--- src/rtl/dmac_pkg.sv ---
package dmac_pkg;
  typedef enum logic [1:0] {PH_IDLE = 2'd0, PH_RD = 2'd1, PH_WR = 2'd2} phase_t;

  localparam logic [1:0] SEL_MODE = 2'd0;
  localparam logic [1:0] SEL_CNT  = 2'd1;
  localparam logic [1:0] SEL_MADR = 2'd2;
  localparam logic [1:0] SEL_SADR = 2'd3;

  localparam int MB_EN   = 0;
  localparam int MB_WORD = 1;
  localparam int MB_RPT  = 2;
  localparam int MB_DIR  = 3;
endpackage

--- src/rtl/dmac_chan.sv ---
module dmac_chan
  import dmac_pkg::*;
#(
  parameter int AW = 16,
  parameter int CW = 16
) (
  input  logic          clk,
  input  logic          rst_n,
  input  logic          wr_en,
  input  logic [1:0]    wr_sel,
  input  logic [AW-1:0] wr_data,
  input  logic          req,
  input  logic          step,
  output logic          pend,
  output logic          word,
  output logic          dir,
  output logic [AW-1:0] madr,
  output logic [AW-1:0] saddr,
  output logic          done
);
  logic          en_q, word_q, rpt_q, dir_q, pend_q, done_q;
  logic [CW-1:0] cnt_q, crl_q;
  logic [AW-1:0] madr_q, mrl_q, saddr_q;
  logic          last, ends_off;
  logic [AW-1:0] inc;

  assign last     = (cnt_q == CW'(1));
  assign ends_off = step && last && !rpt_q;
  assign inc      = word_q ? AW'(2) : AW'(1);

  always_ff @(posedge clk) begin
    if (!rst_n) begin
      en_q <= 1'b0; word_q <= 1'b0; rpt_q <= 1'b0; dir_q <= 1'b0;
      pend_q <= 1'b0; done_q <= 1'b0;
      cnt_q <= '0; crl_q <= '0; madr_q <= '0; mrl_q <= '0; saddr_q <= '0;
    end else begin
      done_q <= 1'b0;
      if (step) begin
        pend_q <= 1'b0;
        if (last) begin
          done_q <= 1'b1;
          if (rpt_q) begin
            cnt_q  <= crl_q;
            madr_q <= mrl_q;
          end else begin
            cnt_q  <= '0;
            en_q   <= 1'b0;
            madr_q <= madr_q + inc;
          end
        end else begin
          cnt_q  <= cnt_q - CW'(1);
          madr_q <= madr_q + inc;
        end
      end
      if (req && en_q && !ends_off) pend_q <= 1'b1;
      if (wr_en) begin
        case (wr_sel)
          SEL_MODE: begin
            en_q   <= wr_data[MB_EN];
            word_q <= wr_data[MB_WORD];
            rpt_q  <= wr_data[MB_RPT];
            dir_q  <= wr_data[MB_DIR];
            if (!wr_data[MB_EN]) pend_q <= 1'b0;
          end
          SEL_CNT: begin
            cnt_q <= wr_data[CW-1:0];
            crl_q <= wr_data[CW-1:0];
          end
          SEL_MADR: begin
            madr_q <= wr_data;
            mrl_q  <= wr_data;
          end
          default: saddr_q <= wr_data;
        endcase
      end
    end
  end

  assign pend  = pend_q;
  assign word  = word_q;
  assign dir   = dir_q;
  assign madr  = madr_q;
  assign saddr = saddr_q;
  assign done  = done_q;

  // SFR address moves only by an explicit write
  p_fixed_sfr_r6: assert property (@(posedge clk) disable iff (!rst_n)
    !(wr_en && wr_sel == SEL_SADR) |=> $stable(saddr_q));
  // end-of-block flag is a single-cycle pulse
  p_done_pulse_r7: assert property (@(posedge clk) disable iff (!rst_n)
    done_q |=> !done_q);
endmodule

--- src/rtl/dmac_arb.sv ---
module dmac_arb #(
  parameter int N = 4
) (
  input  logic         clk,
  input  logic         rst_n,
  input  logic [N-1:0] pend,
  output logic [N-1:0] gnt
);
  logic [N-1:0] lower;

  assign lower[0] = 1'b0;
  for (genvar i = 1; i < N; i++) begin : g_chain
    assign lower[i] = lower[i-1] | pend[i-1];
  end
  assign gnt = pend & ~lower;

  // at most one winner, and channel 0 always wins when pending
  p_onehot_r9: assert property (@(posedge clk) disable iff (!rst_n)
    $onehot0(gnt) && ((|pend) == (|gnt)));
  p_ch0_first_r9: assert property (@(posedge clk) disable iff (!rst_n)
    pend[0] |-> gnt[0]);
endmodule

--- src/rtl/dma4_steal.sv ---
module dma4_steal
  import dmac_pkg::*;
#(
  parameter int NCH = 4,
  parameter int AW  = 16,
  parameter int CW  = 16,
  parameter int DW  = 16,
  localparam int CHW = (NCH > 1) ? $clog2(NCH) : 1
) (
  input  logic           clk,
  input  logic           rst_n,
  input  logic           cfg_we,
  input  logic [CHW-1:0] cfg_ch,
  input  logic [1:0]     cfg_sel,
  input  logic [AW-1:0]  cfg_wdata,
  input  logic [NCH-1:0] req,
  output logic           bus_valid,
  input  logic           bus_ready,
  output logic           bus_we,
  output logic           bus_word,
  output logic [AW-1:0]  bus_addr,
  output logic [DW-1:0]  bus_wdata,
  input  logic [DW-1:0]  bus_rdata,
  output logic           dma_own,
  output logic [NCH-1:0] done
);
  localparam logic [DW-1:0] BYTE_MASK = DW'(8'hFF);

  phase_t         phase_q;
  logic [CHW-1:0] cur_q, gidx;
  logic [DW-1:0]  data_q;
  logic [NCH-1:0] pend, gnt, step, word_v, dir_v;
  logic [AW-1:0]  madr_a  [NCH];
  logic [AW-1:0]  saddr_a [NCH];
  logic           word_s, dir_s;
  logic [AW-1:0]  madr_s, saddr_s;

  for (genvar g = 0; g < NCH; g++) begin : g_ch
    dmac_chan #(.AW(AW), .CW(CW)) u_ch (
      .clk     (clk),
      .rst_n   (rst_n),
      .wr_en   (cfg_we && (cfg_ch == CHW'(g))),
      .wr_sel  (cfg_sel),
      .wr_data (cfg_wdata),
      .req     (req[g]),
      .step    (step[g]),
      .pend    (pend[g]),
      .word    (word_v[g]),
      .dir     (dir_v[g]),
      .madr    (madr_a[g]),
      .saddr   (saddr_a[g]),
      .done    (done[g])
    );
  end

  dmac_arb #(.N(NCH)) u_arb (
    .clk   (clk),
    .rst_n (rst_n),
    .pend  (pend),
    .gnt   (gnt)
  );

  always_comb begin
    gidx = '0;
    for (int i = NCH - 1; i >= 0; i--) if (gnt[i]) gidx = CHW'(i);
  end

  always_comb begin
    step = '0;
    if (phase_q == PH_WR && bus_ready) step[cur_q] = 1'b1;
  end

  assign word_s  = word_v[cur_q];
  assign dir_s   = dir_v[cur_q];
  assign madr_s  = madr_a[cur_q];
  assign saddr_s = saddr_a[cur_q];

  always_ff @(posedge clk) begin
    if (!rst_n) begin
      phase_q <= PH_IDLE;
      cur_q   <= '0;
      data_q  <= '0;
    end else begin
      case (phase_q)
        PH_IDLE: if (|gnt) begin
          cur_q   <= gidx;
          phase_q <= PH_RD;
        end
        PH_RD: if (bus_ready) begin
          data_q  <= word_s ? bus_rdata : (bus_rdata & BYTE_MASK);
          phase_q <= PH_WR;
        end
        PH_WR: if (bus_ready) phase_q <= PH_IDLE;
        default: phase_q <= PH_IDLE;
      endcase
    end
  end

  always_comb begin
    bus_valid = (phase_q != PH_IDLE);
    bus_we    = (phase_q == PH_WR);
    bus_word  = bus_valid && word_s;
    bus_wdata = bus_we ? data_q : '0;
    case (phase_q)
      PH_RD:   bus_addr = dir_s ? madr_s : saddr_s;
      PH_WR:   bus_addr = dir_s ? saddr_s : madr_s;
      default: bus_addr = '0;
    endcase
  end
  assign dma_own = bus_valid;

  // a stalled phase keeps its address and direction
  p_hold_r4: assert property (@(posedge clk) disable iff (!rst_n)
    bus_valid && !bus_ready |=> bus_valid && $stable(bus_addr) && $stable(bus_we));
  // an accepted read is always followed by the write phase
  p_wr_after_rd_r4: assert property (@(posedge clk) disable iff (!rst_n)
    bus_valid && !bus_we && bus_ready |=> bus_valid && bus_we);
  // bus goes back to the processor after every accepted write
  p_release_r4: assert property (@(posedge clk) disable iff (!rst_n)
    bus_valid && bus_we && bus_ready |=> !bus_valid && !dma_own);
  // a block end is signalled only right after a write handshake
  p_done_after_wr_r7: assert property (@(posedge clk) disable iff (!rst_n)
    (|done) |-> $past(bus_valid && bus_we && bus_ready));
endmodule

--- config.mk ---
export PLATFORM = sky130hd
export DESIGN_NAME = dma4_steal
export DESIGN_NICKNAME = d
export VERILOG_FILES = /design/src/rtl/dmac_pkg.sv /design/src/rtl/dmac_chan.sv /design/src/rtl/dmac_arb.sv /design/src/rtl/dma4_steal.sv
export SDC_FILE = /design/constraint.sdc
export NUM_CORES = 1
export LEC_CHECK = 0
export BUFFER_PORTS_ARGS = -buffer_cell sky130_fd_sc_hd__buf_2
export CORE_MARGIN = 1.5
export CORE_UTILIZATION = 25
export CTS_CLUSTER_SIZE = 14
export DETAILED_ROUTE_END_ITERATION = 16
export PLACE_DENSITY = 0.43
export SYNTH_ARGS = -nofsm -noshare
export SYNTH_HDL_FRONTEND = slang
export SYNTH_HIERARCHICAL = 1
export SYNTH_SLANG_ARGS = --single-unit
--- constraint.sdc ---
create_clock -name clk -period 3.88 [get_ports clk]
set_input_delay 0.194 -clock clk [delete_from_list [all_inputs] [get_ports clk]]
set_output_delay 0.194 -clock clk [all_outputs]
set_load 0.01 [all_outputs]
Word level (Yosys, flattened, before mapping) --
Index checks and enable logic that the tools add are counted.
Storage, ports and cells: bits in registers 364, latch bits 0, RAM bits 0, ROM bits 0, input port bits 44, logic and storage cells 252, memories kept 0
Operators by class: $add $sub $neg 8, multiply operators 0, div/mod/pow operators 0, $lt $le $gt $ge 3, equality and inequality tests 14, shifts and indexed selects 0, muxes and demuxes 114, bitwise operators 6, reduce and logical (&&, ||, !) cells 60
Operators by type and width (count):
- 2-to-1 mux 16 bit | 48
- adder 16 bit | 4
- binary-select mux 16 bit (select 2 bit) | 2
- == test 16 x 1 -> 1 bit (second input constant) | 4
- subtractor 16 x 1 -> 16 bit (second input constant) | 4
- 2-to-1 mux 1 bit | 47
- AND reduction 2 bit | 22
- case mux 16 bit (2 select lines) | 1
- logical AND 1 bit | 23
- 2-to-1 mux 2 bit | 11
- == test 2 bit (second input constant) | 4
- zero test 1 bit | 8
- == test 2 x 1 -> 1 bit (second input constant) | 3
- zero test 2 bit | 3
- inequality test 2 bit (second input constant) | 3
- case mux 2 bit (3 select lines) | 1
- bitwise AND 4 bit | 1
- binary-select mux 1 bit (select 2 bit) | 2
- 2-to-1 mux 4 bit | 1
- inverter 4 bit | 1
- OR reduction 4 bit | 1
- greater-or-equal comparator 3 bit (second input constant) | 1
- < comparator 2 x 3 -> 1 bit (second input constant) | 1
- inverter 2 -> 3 bit | 1
- other kinds (7) | 8

Depth between registers and ports, before layout --
Gate-level depths: netlist (run 1).
depth in word-level cells 13, gate-level depth with buffers 12

Modules after synthesis --
Netlist (run 1), hierarchy kept.
By module, submodules not included:
- dmac_chan (g_ch[2].u_ch) | instances 1, cells each 570, area an instance 4430.5 um^2
- dmac_chan (g_ch[3].u_ch) | instances 1, cells each 556, area an instance 4300.4 um^2
- dmac_chan (g_ch[0].u_ch) | instances 1, cells each 570, area an instance 4274.1 um^2
- dmac_chan (g_ch[1].u_ch) | instances 1, cells each 558, area an instance 4261.6 um^2
- dma4_steal | instances 1, cells each 229, area an instance 2346.0 um^2
- dmac_arb | instances 1, cells each 4, area an instance 36.3 um^2

Least setup slack after synthesis (run 1) --
Ideal clock, no wire load.
kind register to register, start point reg phase_q[0], end point reg g_ch[0].u_ch.cnt_q[9], setup time 0.070 ns, arrival 2.480 ns, path slack 1.330 ns, cell stages (with the launch flop) 12, buffers on the path 2, cells stage by stage dfxtp_1 -> inv_1 -> ha_1 -> clkbuf_1 -> nand2_1 -> nor3_1 -> clkbuf_1 -> or4b_2 -> nor4_1 -> a311o_1 -> nand4_1 -> a21oi_1
On the way: cells in the longest elaborated chain, start to end 6
Ends and longest elaborated chain:
- from (decl) | RTL line dma4_steal.sv:29 | phase_t phase_q;
- from (signal assigned) | RTL line dma4_steal.sv:80 | phase_q <= PH_IDLE;
- from (signal assigned) | RTL line dma4_steal.sv:87 | phase_q <= PH_RD;
- from (signal assigned) | RTL line dma4_steal.sv:91 | phase_q <= PH_WR;
- == test 2 bit (*)
- named net bus_we | RTL line dma4_steal.sv:19 | output logic bus_we,
- logical AND 1 bit (*) | RTL line dma4_steal.sv:70 | if (phase_q == PH_WR && bus_ready) step[cur_q] = 1'b1;
- 2-to-1 mux 4 bit (*) | RTL line dma4_steal.sv:70
- named net step[0] | RTL line dma4_steal.sv:32 | logic [NCH-1:0] pend, gnt, step, word_v, dir_v;
- 2-to-1 mux 16 bit (*) | RTL line dmac_chan.sv:38 | if (step) begin
- 2-to-1 mux 16 bit | RTL line dmac_chan.sv:57 | case (wr_sel)
- 2-to-1 mux 16 bit (*) | RTL line dmac_chan.sv:56 | if (wr_en) begin
- to (signal assigned) | RTL line dmac_chan.sv:43 | cnt_q <= crl_q;
- to (signal assigned) | RTL line dmac_chan.sv:51 | cnt_q <= cnt_q - CW'(1);
- to (signal assigned) | RTL line dmac_chan.sv:66 | cnt_q <= wr_data[CW-1:0];
- to (decl) | RTL line dmac_chan.sv:22 | logic [CW-1:0] cnt_q, crl_q;
The timed path passes the listed nets; every way through them passes the cells marked *. A chain may end at the register's enable or synchronous reset.

Final worst setup path (run 1) --
start point reg cur_q[1], end point out bus_addr[8]
On the way: cells in the longest elaborated chain, start to end 6, elaborated cells on any way between the ends 12, those cells by class mux (11); bitwise (1)
Ends and longest elaborated chain:
- from (decl) | RTL line dma4_steal.sv:30 | logic [CHW-1:0] cur_q, gidx;
- from (signal assigned) | RTL line dma4_steal.sv:86 | cur_q <= gidx;
- inverter 2 -> 3 bit (not written as such) | RTL line dma4_steal.sv:75, dma4_steal.sv:76
- binary-select mux 16 bit (select 2 bit) (on tied branches) | RTL line dma4_steal.sv:75, dma4_steal.sv:76
- 2-to-1 mux 16 bit (on tied branches) (2 in series) | RTL line dma4_steal.sv:75, dma4_steal.sv:76
- 2-to-1 mux 16 bit (on tied branches) | RTL line dma4_steal.sv:106, dma4_steal.sv:105
- case mux 16 bit (2 select lines) (*) | RTL line dma4_steal.sv:104 | case (phase_q)
- to (decl) | RTL line dma4_steal.sv:21 | output logic [AW-1:0] bus_addr,
Every way passes the cells marked *; elsewhere a longest branch is shown, timed or not. The select of a mux whose other input is x is not followed.

==> results.cfg, run 1 <==
[status]
outcome = finished, final reports clean

[floorplan]
pin_count = 84
dieArea_um2 = 80300
rows = 102
die_w_um = 283
core_area_um2 = 77600
initial_core_util_pct = 25.3
dieHeight_um = 283

[placed_design]
placed_area_um2 = 20900
preCtsSetupSlack_ns = 0.830
io_buffers = 83
dp_hpwl_mm = 48.5
gp_congestion = 0.846

[finish]
fin_area_um2 = 22600
syn2layout_area_growth_pct = 14.9
final_layout_size_suffix_gt1_share_pct = 11.7
layout_common_cells = nand2_1 (552), dfxtp_1 (363), a21oi_1 (291)
layout_commonest_cell = nand2_1
final_util_pct = 29.1
nNetsFinal = 2554

[clocking]
cts_setup_buffers = 0
cts_made_buffers = 47
cts_tree = done
clk_latency_ns = 0.60
clock-sinks = 364
clockRootBuffer = clkbuf_16
clockBufferDepth = 3
clk_pin_slew_ns = 0.06
cts.htree.levels = 2

[worst_hold_path]
hp-start = req[1]
hold_class = primary input to flop

[pwr]
clock_power_share_pct = 50.1
ir_worst_vdd_uv = 299
sw_frac_of_total_pct = 25.4
pwr-share-seq_pct = 43.3
p_comb_share_pct = 6.6
leakage_nw = 7.52
power.switching_w = 0.00226
power_per_cell_area_nw_per_um2 = 393
p_int_w = 0.00662

[critical_path]
crit_path_max_incr_delay_ns = 0.84
cp_max_fo = 18
worstSetupEndpoint = bus_addr[8]
rrSetupSlack_ns = 0.82
cp.required_ns = 3.69
rr_worst_depth = 9
critPathBufInv = 2
crit_family = flip-flops
crit_type = flop to primary output
r2r-end = g_ch[0].u_ch/madr[14]
r2r_start = phase_q[0]
crit_path_end_kind = primary output
worstPathArrival_ns = 3.11
crit_start = cur_q[1]
worstSetupStartpointType = flop
cp_slowest_cell = dfxtp_1
crit_path_cell_trace = mux4_2 -> buf_4 -> mux2i_1 -> o22ai_1 -> buf_2
path_depth = 5

[detailed_routing]
first_pass_iters = 5
drt_iter0_markers = 1530
drc_errors = 0
wl_per_cell_um = 21.2
via_per_inst = 5.29
vias = 18800
drt-total-wl_mm = 75.4
ant_nets = 0

[logic_synthesis]
synth_edf_count = 0
yosys_warnings = 6
synth_top_family_by_area = simple AND/OR/NAND/NOR gates
syn_inst = 2487
muxShareOfSynthArea_pct = 7.09
postSynthAreaPerCell_um2 = 7.90
synth_nets = 2555
synth_seq_cells = 364
synth-compound-area-share_pct = 23.3
synth_cell_types = 102
synth-simple-area-share_pct = 24.5
seq_area_frac_synth_pct = 37.1
async_reset_ff_share_pct = 0
synth_adder_area_share_pct = 1.68
ys.flop_type = dfxtp_1
syn-cell-area_um2 = 19600
synth_xor_area_share_pct = 0.713

[global_route]
grt_util_all_layers_pct = 18.3
antenna_found_initial = 7
grt_first_pass_wirelength_mm = 115
overflow = 0
grt_start_max_net_pins = 63
grt_pass1_vias = 18100

[timing]
hold_ws_ns = 0.0496
report.final.slew_viol_count = 0
finalSetupTns_ns = 0
max_slew_margin_pct = 28.5
hold_violations = 0
timing.final.setup_violations = 0
finalWorstSetupSlack_ns = 0.579
finalCritPeriodShare_pct = 85.1
fmax_mhz = 303
fin_worst_skew_ns = 0.0295
period_minus_slack_ns = 3.30
worst_pin_slew_ns = 1.07
rsz0062_at_grt = no

[job]
cap_viol_max_count = 0
-- synth_stat cells, types with 12 or more instances --
library cell	number	area share (%)
a21o_1	14	0.53
a21oi_1	291	7.4
a211o_1	12	0.53
or3_1	18	0.57
o21ai_1	15	0.38
o221ai_1	12	0.53
a31oi_1	40	1.3
and2_1	31	0.99
mux4_2	31	3.6
mux2i_1	51	2.6
ha_1	20	1.3
nor4_1	20	0.64
o211ai_1	13	0.50
and3_1	35	1.1
clkbuf_1	149	2.8
inv_1	45	0.86
nor3_1	47	1.2
o22ai_1	25	0.80
dfxtp_1	364	37
buf_2	20	0.51
nor2_1	88	1.7
nand4_1	33	1.1
o21a_1	17	0.65
nand2_1	552	11
o21ai_0	111	2.8
nand3_1	78	2.0
a21boi_0	63	2.4
or4_1	17	0.65
-- final cells by class --
class / instances / area [um2]
clock inverter: 18 / 189
inverter: 48 / 180
timing repair buffer: 145 / 936
clock buffer: 67 / 1370
sequential: 364 / 7290
tap: 1040 / 1300
fill: 8338 / 55000
multi-input combinational: 1880 / 11300
antenna: 2 / 5.00
-- per-stage QoR --
step	power, W	cells
6_report	0.00888	3564
4_1_cts	0.00901	3562
3_5_place_dp	0.00450	3461
5_1_grt	0.00920	3562
2_1_floorplan	0.00424	2487
3_3_place_gp	0.00449	3461
-- power by group through the flow --
stage	Combinational, W	Clock [W]	Sequential, W
after floorplan	0.000339	0	0.00390
after global placement	0.000571	0	0.00392
after detailed placement	0.000574	0	0.00393
after CTS	0.000589	0.00458	0.00384
after global routing	0.000637	0.00471	0.00385
final	0.000585	0.00445	0.00384
-- sequential cells by signal (all words and copies together), names as in the netlist --
signal,flops
g_ch.u_ch/dir,4
g_ch.u_ch/word,4
g_ch.u_ch/en_q,4
data_q,16
g_ch.u_ch/crl_q,64
g_ch.u_ch/pend,4
g_ch.u_ch/mrl_q,64
g_ch.u_ch/saddr,64
g_ch.u_ch/rpt_q,4
phase_q,2
cur_q,2
g_ch.u_ch/done,4
g_ch.u_ch/madr,64
g_ch.u_ch/cnt_q,64
-- what timing repair did --
| action | in CTS | in global routing |
|---|---|---|
| hold buffers | 16 | 0 |
| gates resized for setup | 0 | 0 |
| endpoints found under the hold margin | 16 | 0 |
-- worst min-delay path, cell delays in order --
cell     delay [ns]
buf_2          0.11
and2_1         0.16
o21ai_1        0.07
a21oi_1        0.06
-- per-layer routing --
metal,vias to the layer above,GRT usage (%),share of wire (%)
li1,8977,-,-
met1,9179,24.5,45
met2,551,29.7,46
met3,131,2.79,5.5
met4,6,6.20,3.1
met5,-,0,0.054
-- cells by family (layout without fill, tap and decap cells) --
family,after synthesis,count (layout)
buffers and inverters,243,278
DFF,364,364
muxes,94,94
other,0,2
xor gates and xnor gates,16,16
adders and majority gates,24,24
AOI/OAI and AO/OA,736,736
and+or+nand+nor,1010,1010
-- worst min-delay path by stage --
| stage | end | slack, ns | depth (start not counted) |
|---|---|---|---|
| 2_1_floorplan | g_ch[2].u_ch/madr[8] | 0.30 | 2 |
| 3_3_place_gp | data_q[8] | 0.44 | 2 |
| 3_5_place_dp | g_ch[3].u_ch/mrl_q[11] | 0.44 | 2 |
| 4_1_cts | g_ch[1].u_ch/pend | 0.02 | 4 |
| 5_1_grt | g_ch[2].u_ch/pend | 0.06 | 4 |
| 6_report | g_ch[1].u_ch/pend | 0.05 | 4 |
(Power assumes the default switching activity.)
==> run 2, diff against run 1 <==
PLACE_DENSITY = 0.44   (was 0.43)
clock period = 2.9 ns   (was 3.88 ns; I/O delays follow)
==> run 2 against run 1 <==
Against the previous run:
- wire length fell by 1.5%
- sequential cell count did not move
- utilization rose by 0.32 points
- clock power rose by 34%
- worst hold slack got worse by 0.038 ns
- first-iteration DRC count fell by 9.4%
- total power rose by 34%
- die area did not move
- highest routed layer unchanged
- sequential share of layout area fell by 0.34 points
- critical path type unchanged
==> results.cfg, run 2 (synthesis gave the netlist of run 1 again) <==
[timing]
report.final.slew_viol_count = 0
rsz0062_at_grt = no
fmax_mhz = 358
hold_violations = 0
period_minus_slack_ns = 2.79
finalWorstSetupSlack_ns = 0.107
fin_worst_skew_ns = 0.0132
max_slew_margin_pct = 40.7
worst_pin_slew_ns = 0.888
finalSetupTns_ns = 0
finalCritPeriodShare_pct = 96.3
timing.final.setup_violations = 0

[clocking]
clk_pin_slew_ns = 0.06
clockRootBuffer = clkbuf_16
clock-sinks = 364
cts_tree = done
cts.htree.levels = 2
clk_latency_ns = 0.59
clockBufferDepth = 3
cts_made_buffers = 46

[critical_path]
crit_path_max_incr_delay_ns = 0.89
cp_max_fo = 11
worstPathArrival_ns = 2.65
crit_path_end_kind = primary output
r2r-end = g_ch[0].u_ch/cnt_q[15]
crit_type = flop to primary output
crit_family = multiplexers
rrSetupSlack_ns = 0.29
crit_path_cell_trace = mux4_1 -> mux2i_1 -> o22ai_1 -> buf_2
cp_slowest_cell = mux4_1
rr_worst_depth = 5
critPathBufInv = 1
r2r_start = g_ch[0].u_ch/cnt_q[2]
cp.required_ns = 2.76
worstSetupStartpointType = flop

[finish]
layout_common_cells = nand2_1 (552), dfxtp_1 (362), a21oi_1 (291)
layout_commonest_cell = nand2_1
fillers = 8327
regArea_um2 = 7290
final_layout_size_suffix_gt1_share_pct = 12.4
multiInputGateArea_um2 = 11300
syn2layout_area_growth_pct = 16.2
nNetsFinal = 2579

[pwr]
leakage_nw = 7.67
ir_worst_vdd_uv = 402
power_per_cell_area_nw_per_um2 = 522

[global_route]
grt_first_pass_wirelength_mm = 113
grt_util_all_layers_pct = 17.8
grt_start_max_net_pins = 68
grt_pass1_vias = 18100
overflow = 0
antenna_found_initial = 4

[floorplan]
dieHeight_um = 283
core_area_um2 = 77600
initial_core_util_pct = 25.3
rows = 102
pin_count = 84
die_w_um = 283
dieArea_um2 = 80300

[placed_design]
preCtsSetupSlack_ns = 0.334
gp_congestion = 0.861
io_buffers = 83
dp_hpwl_mm = 48.1

[worst_hold_path]
hp-start = req[2]
hold_class = primary input to flop
holdPathEnd = g_ch[2].u_ch/pend
holdPathStages = 4

[detailed_routing]
first_pass_iters = 5
ant_nets = 0
drt_iter0_markers = 1386
vias = 19000
wl_per_cell_um = 20.7
drc_errors = 0
via_per_inst = 5.31
drt-total-wl_mm = 74.3

[status]
outcome = finished, final reports clean

[job]
cap_viol_max_count = 0
[run 2: through the flow]
step                      utilization (%)  instance area (um2)  power [W]  cells  hold WS, ns
after floorplan                         -                19600    0.00567   2487        0.254
after global placement               27.1                21000    0.00602   3484        0.404
after detailed placement             27.1                21000    0.00603   3484        0.409
after CTS                            29.4                22800     0.0121   3588      0.00153
after global routing                 29.4                22800     0.0123   3589       0.0363
final                                29.4                22800     0.0119   3590       0.0111
[run 2: layout make-up]
type                            instances  area share, %
Inverter                               48          0.789
Clock buffer                           68           5.93
Sequential cell                       364           31.9
Antenna cell                            1         0.0110
Tap cell                             1040           5.70
Timing Repair Buffer                  170           5.07
Multi-Input combinational cell       1881           49.6
Clock inverter                         18          0.937
[run 2: routing by layer]
| layer | wire, um | vias to the layer above | track usage [%] |
|---|---|---|---|
| met1 | 33500 | 9349 | 24.0 |
| li1 | - | 9035 | - |
| met5 | 23 | - | 0 |
| met3 | 4360 | 111 | 2.61 |
| met4 | 2290 | 4 | 5.96 |
| met2 | 34100 | 549 | 29.1 |
[run 2: worst max path at each step]
stage / start / endpoint / slack (ns) / cells past startpoint
5_1_grt: phase_q[0] / bus_addr[11] / 0.03 / 6
3_3_place_gp: phase_q[0] / g_ch[3].u_ch/cnt_q[8] / 0.30 / 10
6_report: cur_q[0] / bus_addr[1] / 0.11 / 4
2_1_floorplan: phase_q[0] / g_ch[0].u_ch/cnt_q[9] / 0.35 / 11
3_5_place_dp: g_ch[0].u_ch/cnt_q[2] / g_ch[0].u_ch/cnt_q[15] / 0.33 / 5
4_1_cts: cur_q[0] / bus_addr[11] / 0.006 / 4
[run 2: repair_timing]
action,in CTS,in global routing
hold buffers,18,0
endpoints found under the setup margin,0,5
resized for setup,0,1
hold endpoints to repair,18,0
setup buffers,0,0
[run 2: power by group]
part / switching, W / total, W / internal, W
Combinational: 0.000549 / 0.000803 / 0.000254
Clock: 0.00238 / 0.00597 / 0.00359
Sequential: 0.0000714 / 0.00514 / 0.00507
Total: 0.00300 / 0.0119 / 0.00891
[run 2: worst reg2reg max path: stages, from the launching register on]
cell and delay, ns:
dfxtp_1 0.35, or4_1 0.70, or3_1 0.54, nor2_1 0.56, a311o_1 0.27, o22ai_1 0.08
==> run 3, diff against run 2 <==
RECOVER_POWER = 25   (was not set)
==> run 3 against run 2 <==
Against the previous run:
- the run now ends with max-capacitance violations, max-slew violations left
- sequential share of layout area about the same
- sequential cell count unchanged
- total power about the same
- critical path depth grew 2
- combinational power is essentially flat
- register-to-register slack lost 0.03 ns
- wire length increased by 0.10%
- highest routed layer unchanged
==> results.cfg, run 3 (synthesis gave the netlist of run 1 again) <==
[detailed_routing]
drt_iter0_markers = 1408
drt-total-wl_mm = 74.3
vias = 19100
first_pass_iters = 5
wl_per_cell_um = 20.7
ant_nets = 0
via_per_inst = 5.32
drc_errors = 0

[critical_path]
worstSetupStartpointType = flop
crit_type = flop to primary output
crit_path_cell_trace = inv_1 -> ha_1 -> buf_4 -> nand2_1 -> o22ai_1 -> buf_2
crit_path_end_kind = primary output
cp.required_ns = 2.76
cp_max_fo = 20
worstPathArrival_ns = 2.66
cp_slowest_cell = o22ai_1
crit_path_max_incr_delay_ns = 0.57

[finish]
layout_common_cells = nand2_1 (552), dfxtp_1 (362), a21oi_1 (291)
final_layout_size_suffix_gt1_share_pct = 12.0
regArea_um2 = 7290
final_util_pct = 29.4
layout_commonest_cell = nand2_1
fin_area_um2 = 22800
fillers = 8338
nNetsFinal = 2579
multiInputGateArea_um2 = 11300
syn2layout_area_growth_pct = 16.1

[clocking]
clockBufferDepth = 3
clk_latency_ns = 0.59
cts_tree = done
cts.htree.levels = 2
clockRootBuffer = clkbuf_16
cts_made_buffers = 46
clk_pin_slew_ns = 0.06
cts_setup_buffers = 0
clock-sinks = 364

[job]
cap_viol_max_count = 1

[global_route]
overflow = 0
grt_start_max_net_pins = 68
grt_first_pass_wirelength_mm = 113
grt_pass1_vias = 18100
antenna_found_initial = 4
grt_util_all_layers_pct = 17.8

[worst_hold_path]
hold_class = primary input to flop

[timing]
hold_violations = 0
fin_worst_skew_ns = 0.0129
period_minus_slack_ns = 2.81
max_slew_margin_pct = -16.3
rsz0062_at_grt = no
finalCritPeriodShare_pct = 96.8
worst_pin_slew_ns = 1.74
report.final.slew_viol_count = 31
finalSetupTns_ns = 0
timing.final.setup_violations = 0
fmax_mhz = 356

[status]
violations = max-capacitance violations, max-slew violations
outcome = complete, but fails checks

[pwr]
ir_worst_vdd_uv = 405
leakage_nw = 7.63
power_per_cell_area_nw_per_um2 = 522

[placed_design]
io_buffers = 83
dp_hpwl_mm = 48.1
gp_congestion = 0.861
placed_area_um2 = 21000

[floorplan]
rows = 102
dieHeight_um = 283
dieArea_um2 = 80300
initial_core_util_pct = 25.3
core_area_um2 = 77600
die_w_um = 283
pin_count = 84
## run 3: worst max-delay path: cells and delay by family, from the launching register on
family / cells / cell delay, ns
AOI/OAI and AO/OA: 1 / 0.57
and+or+nand+nor: 1 / 0.42
buffers and inverters: 3 / 0.57
DFF: 1 / 0.33
adders and majority gates: 1 / 0.17
## run 3: report_power, final
group | switching [W] | total [W] | internal [W]
logic | 0.000548 | 0.000802 | 0.000254
clock network | 0.00238 | 0.00597 | 0.00359
registers | 0.0000715 | 0.00514 | 0.00507
total | 0.00300 | 0.0119 | 0.00891
## run 3: timing repair
| action | 4_1_cts | 5_1_grt |
|---|---|---|
| hold endpoints to repair | 18 | 0 |
| endpoints found under the setup margin | 0 | 5 |
| hold buffers | 18 | 0 |
| resized for setup | 0 | 1 |
## run 3: final timing paths
path              start               endpoint  slack (ns)  cells after the start
max reg2reg  phase_q[0]  g_ch[3].u_ch/cnt_q[8]        0.26                     10
min              req[2]      g_ch[2].u_ch/pend        0.01                      4
min reg2reg   data_q[8]              data_q[8]        0.44                      2
max          phase_q[0]           bus_addr[11]        0.09                      6
## run 3: cell type report
cell class / instances / area share, %
multi-input cells: 1881 / 49.7
flip-flops and latches: 364 / 32.0
clock buffers: 68 / 5.93
well taps: 1040 / 5.70
repair buffers: 170 / 5.00
clock inverters: 18 / 0.938
inverters: 48 / 0.790
diodes: 2 / 0.0219
## run 3: metal layers
layer | share of wire [%] | GRT usage (%) | routed length (um)
met1 | 46 | 24.0 | 34200
met2 | 46 | 29.1 | 34200
met3 | 4.9 | 2.61 | 3620
met4 | 3.1 | 5.96 | 2310
met5 | 0.031 | 0 | 23
## run 3: through the flow
step	std cells	power [W]	setup slack [ns]	hold WS, ns
3_5_place_dp	3484	0.00603	0.334	0.409
3_3_place_gp	3484	0.00602	0.304	0.404
6_report	3591	0.0119	0.0924	0.0120
2_1_floorplan	2487	0.00567	0.350	0.254
5_1_grt	3589	0.0123	0.0288	0.0363
4_1_cts	3588	0.0121	0.00589	0.00153
